File: config.mk
export PLATFORM = sky130hd
export DESIGN_NAME = irq_pin_ctrl
export DESIGN_NICKNAME = d
export VERILOG_FILES = /design/src/rtl/irq_pin_pkg.sv /design/src/rtl/irq_sync.sv /design/src/rtl/irq_holdoff.sv /design/src/rtl/irq_detect.sv /design/src/rtl/irq_pin_ctrl.sv
export SDC_FILE = /design/constraint.sdc
export NUM_CORES = 1
export LEC_CHECK = 0
export ABC_AREA = 1
export BUFFER_PORTS_ARGS = -buffer_cell sky130_fd_sc_hd__buf_4
export CORE_MARGIN = 2
export CORE_UTILIZATION = 45
export DETAILED_ROUTE_END_ITERATION = 12
export PLACE_DENSITY = 0.74
export SLEW_MARGIN = 40
export SYNTH_ARGS = -nofsm -noshare
export SYNTH_HDL_FRONTEND = slang
export SYNTH_SLANG_ARGS = --single-unit
File: constraint.sdc
create_clock -name clk -period 1.45 [get_ports clk]
set_input_delay 0.145 -clock clk [delete_from_list [all_inputs] [get_ports clk]]
set_output_delay 0.145 -clock clk [all_outputs]
set_load 0.02 [all_outputs]
File: src/rtl/irq_pin_pkg.sv
package irq_pin_pkg;
  typedef struct packed {
    logic edge_sel;
    logic enable;
    logic holdoff;
  } irq_ctrl_t;

  localparam int CTRL_MSB = 7;
  localparam logic [7:0] CTRL_WR_MASK = 8'hE0;
  localparam logic [7:0] CTRL_RESET   = 8'h20;
endpackage

File: src/rtl/irq_sync.sv
module irq_sync #(
  parameter int STAGES = 2
) (
  input  logic clk,
  input  logic rst_n,
  input  logic d_in,
  output logic q_out
);
  logic [STAGES-1:0] chain_q;

  generate
    genvar s;
    for (s = 0; s < STAGES; s++) begin : g_stage
      if (s == 0) begin : g_first
        always_ff @(posedge clk or negedge rst_n) begin
          if (!rst_n) chain_q[0] <= 1'b1;
          else        chain_q[0] <= d_in;
        end
      end else begin : g_next
        always_ff @(posedge clk or negedge rst_n) begin
          if (!rst_n) chain_q[s] <= 1'b1;
          else        chain_q[s] <= chain_q[s-1];
        end
      end
    end
  endgenerate

  assign q_out = chain_q[STAGES-1];
endmodule

File: src/rtl/irq_holdoff.sv
module irq_holdoff #(
  parameter int CYCLES = 16
) (
  input  logic clk,
  input  logic rst_n,
  output logic running
);
  localparam int CW = $clog2(CYCLES + 1);
  localparam logic [CW-1:0] CNT_INIT = CW'(CYCLES);

  logic [CW-1:0] cnt_q;

  always_ff @(posedge clk or negedge rst_n) begin
    if (!rst_n)               cnt_q <= CNT_INIT;
    else if (cnt_q != '0)     cnt_q <= cnt_q - 1'b1;
  end

  assign running = (cnt_q != '0);
endmodule

File: src/rtl/irq_detect.sv
module irq_detect (
  input  logic clk,
  input  logic rst_n,
  input  logic pin_s,
  input  logic edge_sel,
  input  logic enable,
  input  logic hold,
  input  logic ack,
  output logic fall_o,
  output logic irq_o
);
  logic prev_q;
  logic pend_q;

  assign fall_o = prev_q & ~pin_s;

  always_ff @(posedge clk or negedge rst_n) begin
    if (!rst_n) prev_q <= 1'b1;
    else        prev_q <= pin_s;
  end

  always_ff @(posedge clk or negedge rst_n) begin
    if (!rst_n)                   pend_q <= 1'b0;
    else if (!enable || !edge_sel) pend_q <= 1'b0;
    else if (fall_o && !hold)      pend_q <= 1'b1;
    else if (ack)                  pend_q <= 1'b0;
  end

  assign irq_o = enable & ~hold & (edge_sel ? pend_q : ~pin_s);
endmodule

File: src/rtl/irq_pin_ctrl.sv
module irq_pin_ctrl
  import irq_pin_pkg::*;
#(
  parameter int SYNC_STAGES    = 2,
  parameter int HOLDOFF_CYCLES = 16
) (
  input  logic       clk,
  input  logic       rst_n,
  input  logic       pin_n,
  input  logic       wr_en,
  input  logic [7:0] wr_data,
  output logic [7:0] rd_data,
  input  logic       ack,
  output logic       irq_req
);
  logic [7:0] ctrl_q;
  irq_ctrl_t  ctrl;
  logic       pin_s;
  logic       hold_run;
  logic       holdoff_active;
  logic       fall_det;

  always_ff @(posedge clk or negedge rst_n) begin
    if (!rst_n)     ctrl_q <= CTRL_RESET;
    else if (wr_en) ctrl_q <= wr_data & CTRL_WR_MASK;
  end

  assign ctrl    = ctrl_q[CTRL_MSB -: 3];
  assign rd_data = ctrl_q;

  irq_sync #(.STAGES(SYNC_STAGES)) u_sync (
    .clk   (clk),
    .rst_n (rst_n),
    .d_in  (pin_n),
    .q_out (pin_s)
  );

  irq_holdoff #(.CYCLES(HOLDOFF_CYCLES)) u_hold (
    .clk     (clk),
    .rst_n   (rst_n),
    .running (hold_run)
  );

  assign holdoff_active = ctrl.holdoff & hold_run;

  irq_detect u_det (
    .clk      (clk),
    .rst_n    (rst_n),
    .pin_s    (pin_s),
    .edge_sel (ctrl.edge_sel),
    .enable   (ctrl.enable),
    .hold     (holdoff_active),
    .ack      (ack),
    .fall_o   (fall_det),
    .irq_o    (irq_req)
  );
endmodule

==> flow_summary.yaml <==
clock_tree:
  clk_pin_slew_ns: 0.08
  cts_tree: "yes"
  cts_buffers: 3
  htree_levels: 1
  cts_sinks: 12
  clk_latency_ns: 0.27
  cts-root-buf: "clkbuf_4"
  clockBufferDepth: 2
yosys:
  synth_top_area_share_pct: 29.6
  synth_commonest_cells: "inv_1, buf_4, dfrtp_1"
  yosys.cell_types.count: 20
  synth_edf_count: 0
  syn-cell-area_um2: 592
  yosysMostFrequentCell: "inv_1"
  synth.largest_area_cell: "dfrtp_1"
  ys.flop_type: "dfrtp_1"
  synthTopCellsByArea: "dfrtp_1, dfstp_2, buf_4"
  ys_seq_area_share_pct: 51.8
  yosysWarnings: 0
  syn_inst: 59
  synth_area_per_cell_um2: 10.0
  async_flop_share_pct: 100
  synth_seq_cells: 12
sta:
  fmax_mhz: 649
  setup_ws_ns: -0.0908
  fin_crit_sh_pct: 106
  slew_violations: 0
  tns_ns: -0.0908
  fin_skew_ns: 0.00802
  hold_violations: 0
  rsz0062_at_grt: "yes"
  hold-worst-slack_ns: 0.0967
  setup_violations: 1
  post-route-min-period_ns: 1.54
setup_path:
  rr_endpoint: "u_hold.cnt_q[2]"
  worstRegToRegCells: 7
  cp_data_arrival_time_ns: 1.40
  end_kind: "primary output"
  crit_type: "reg2out"
  setup.worst_path.end: "irq_req"
  cp_max_fo: 2
  worstPathRequired_ns: 1.31
  r2r_start: "u_hold.cnt_q[0]"
  r2r_setup_slack_ns: 0.16
  cp.depth: 8
  max_stage_delay_ns: 0.39
  cpLargestDelayFamily: "flip-flops"
  worstSetupStartpoint: "u_hold.cnt_q[0]"
  slowest_stage: "dfrtp_1"
  start_kind: "flop"
  critPathBufInv: 3
  crit_chain: "inv_2 -> ha_4 -> inv_2 -> nor2_4 -> nand2_2 -> nand2_2 -> and3_4 -> buf_6"
min_path:
  hp-class: "in2reg"
placement:
  placed_cells: 83
  dp_hpwl_um: 622
  placed_area_um2: 663
  pre_cts_slack_ns: 0.112
  portBuffers: 11
  gp_congestion: 0.652
layout:
  diodes: 0
  nets: 96
  fillers: 93
  drive_gt1_share_pct: 52.5
  instances_no_fill: 95
  areaGrowthSynthToFinish_pct: 33.6
  design_area_um2: 791
flow_run:
  drv_cap: 0
routing:
  dr.first_iter.drc_count: 3
  wl_met2_um: 585
  routed.top_layer: "met4"
  antenna_violating_nets_post_route: 0
  wl_um: 1040
  drt-vias-per-instance: 4.48
  wl_per_cell_um: 10.9
  num_vias: 426
  wl_met3_um: 36
  drc: 0
  dr.pass1.iters: 4
  m1WireLength_um: 405
global_route:
  grt_max_degree: 13
  grt_first_pass_wirelength_um: 1640
  grt_pass1_vias: 390
  grt_use_total_pct: 16.4
  grt-ovfl-total: 0
  antenna_found_initial: 0
status:
  violations: "negative setup slack"
  status: "finished with violations"
power:
  pwr-share-clk_pct: 36.7
  intPower_uw: 550
  pwr-share-comb_pct: 12.4
  power.leakage_nw: 0.408
  p_switching_uw: 170
  powerDensity_nw_per_um2: 911
  vdd_drop_max_uv: 719
  sw_frac_of_total_pct: 23.6
  seqPwrFrac_pct: 50.9
die:
  die_x_um: 40.3
  row_count: 13
  die_h_um: 40.3
  core-area_um2: 1270
  initial_core_util_pct: 46.6
  die-area_um2: 1620
  pin_count: 22
[metrics by stage]
step	total power [mW]	utilization (%)
4_1_cts	0.726	60.7
2_1_floorplan	0.430	-
3_3_place_gp	0.451	52.3
5_1_grt	0.754	62.3
3_5_place_dp	0.453	52.3
6_report	0.720	62.3
[metal layers]
metal	vias up	track usage, %
met3	2	3.33
met2	12	27.8
met5	-	0
met1	199	18.9
met4	0	10.0
li1	213	-
[worst register-to-register path, stage by stage, from the launching register on]
cell	delay (ns)
dfrtp_1	0.36
inv_2	0.06
buf_4	0.12
buf_4	0.13
ha_1	0.20
inv_1	0.09
nor2_1	0.05
o21a_1	0.18
[worst min path at each step]
stage	from	to	slack, ns	cells past startpoint
5_1_grt	wr_data[7]	rd_data[7]	0.09	2
3_3_place_gp	rst_n	rd_data[7]	-0.01	1
6_report	wr_data[5]	rd_data[5]	0.1	2
4_1_cts	wr_data[5]	rd_data[5]	0.09	2
3_5_place_dp	rst_n	u_det.pend_q	-0.009	1
2_1_floorplan	rst_n	rd_data[6]	-0.15	0
[kinds of logic after synthesis]
logic type	after synthesis	synth area share, %
multiplexers	3	5.71
other	1	0.634
adder cells (fa/ha/maj)	2	4.23
buffers and inverters	16	14.6
AND/OR/NAND/NOR	17	14.6
AO/OA/AOI/OAI	7	6.98
XOR/XNOR	1	1.48
flip-flops	12	51.8
[flip-flops by register name (all words and copies together), names as in the netlist]
name / flops
u_hold.cnt_q: 5
rd_data: 3
u_det.pend_q: 1
u_det.prev_q: 1
u_sync.chain_q: 1
u_sync.q_out: 1
[layout make-up]
class	instances	area, um^2	share of cell area [%]
Tap cell	15	18.8	2.37
Clock buffer	4	36.3	4.59
Multi-Input combinational cell	35	236	29.9
Sequential cell	12	307	38.8
Inverter	9	33.8	4.27
Timing Repair Buffer	20	159	20.1
[power groups by stage]
stage                     logic, mW  registers [mW]  clock network (mW)
after floorplan              0.0573           0.372                   0
after global placement       0.0805           0.371                   0
after detailed placement     0.0814           0.371                   0
after CTS                    0.0896           0.365               0.271
after global routing         0.0982           0.368               0.288
final                        0.0894           0.366               0.264
[timing repair]
item,in CTS,in global routing
buffers inserted,4,2
hold endpoints to repair,13,0
endpoints found under the setup margin,1,2
cloned,0,0
hold buffers,2,0
gates resized for setup,7,1
pin swaps,2,2
[layout by cell type, fill, tap and decap left out, drive strengths merged, types with 2 or more instances in the layout]
cell type | netlist | layout
nand2 | 6 | 6
o21ai | 3 | 3
clkbuf | 0 | 4
mux2 | 3 | 3
a21oi | 3 | 3
dfrtp | 7 | 7
dlygate4sd3 | 0 | 2
conb | 1 | 5
ha | 2 | 2
buf | 7 | 18
inv | 9 | 9
dfstp | 5 | 5
nor2 | 8 | 8
Note: power is estimated with default switching activity, not from simulation.
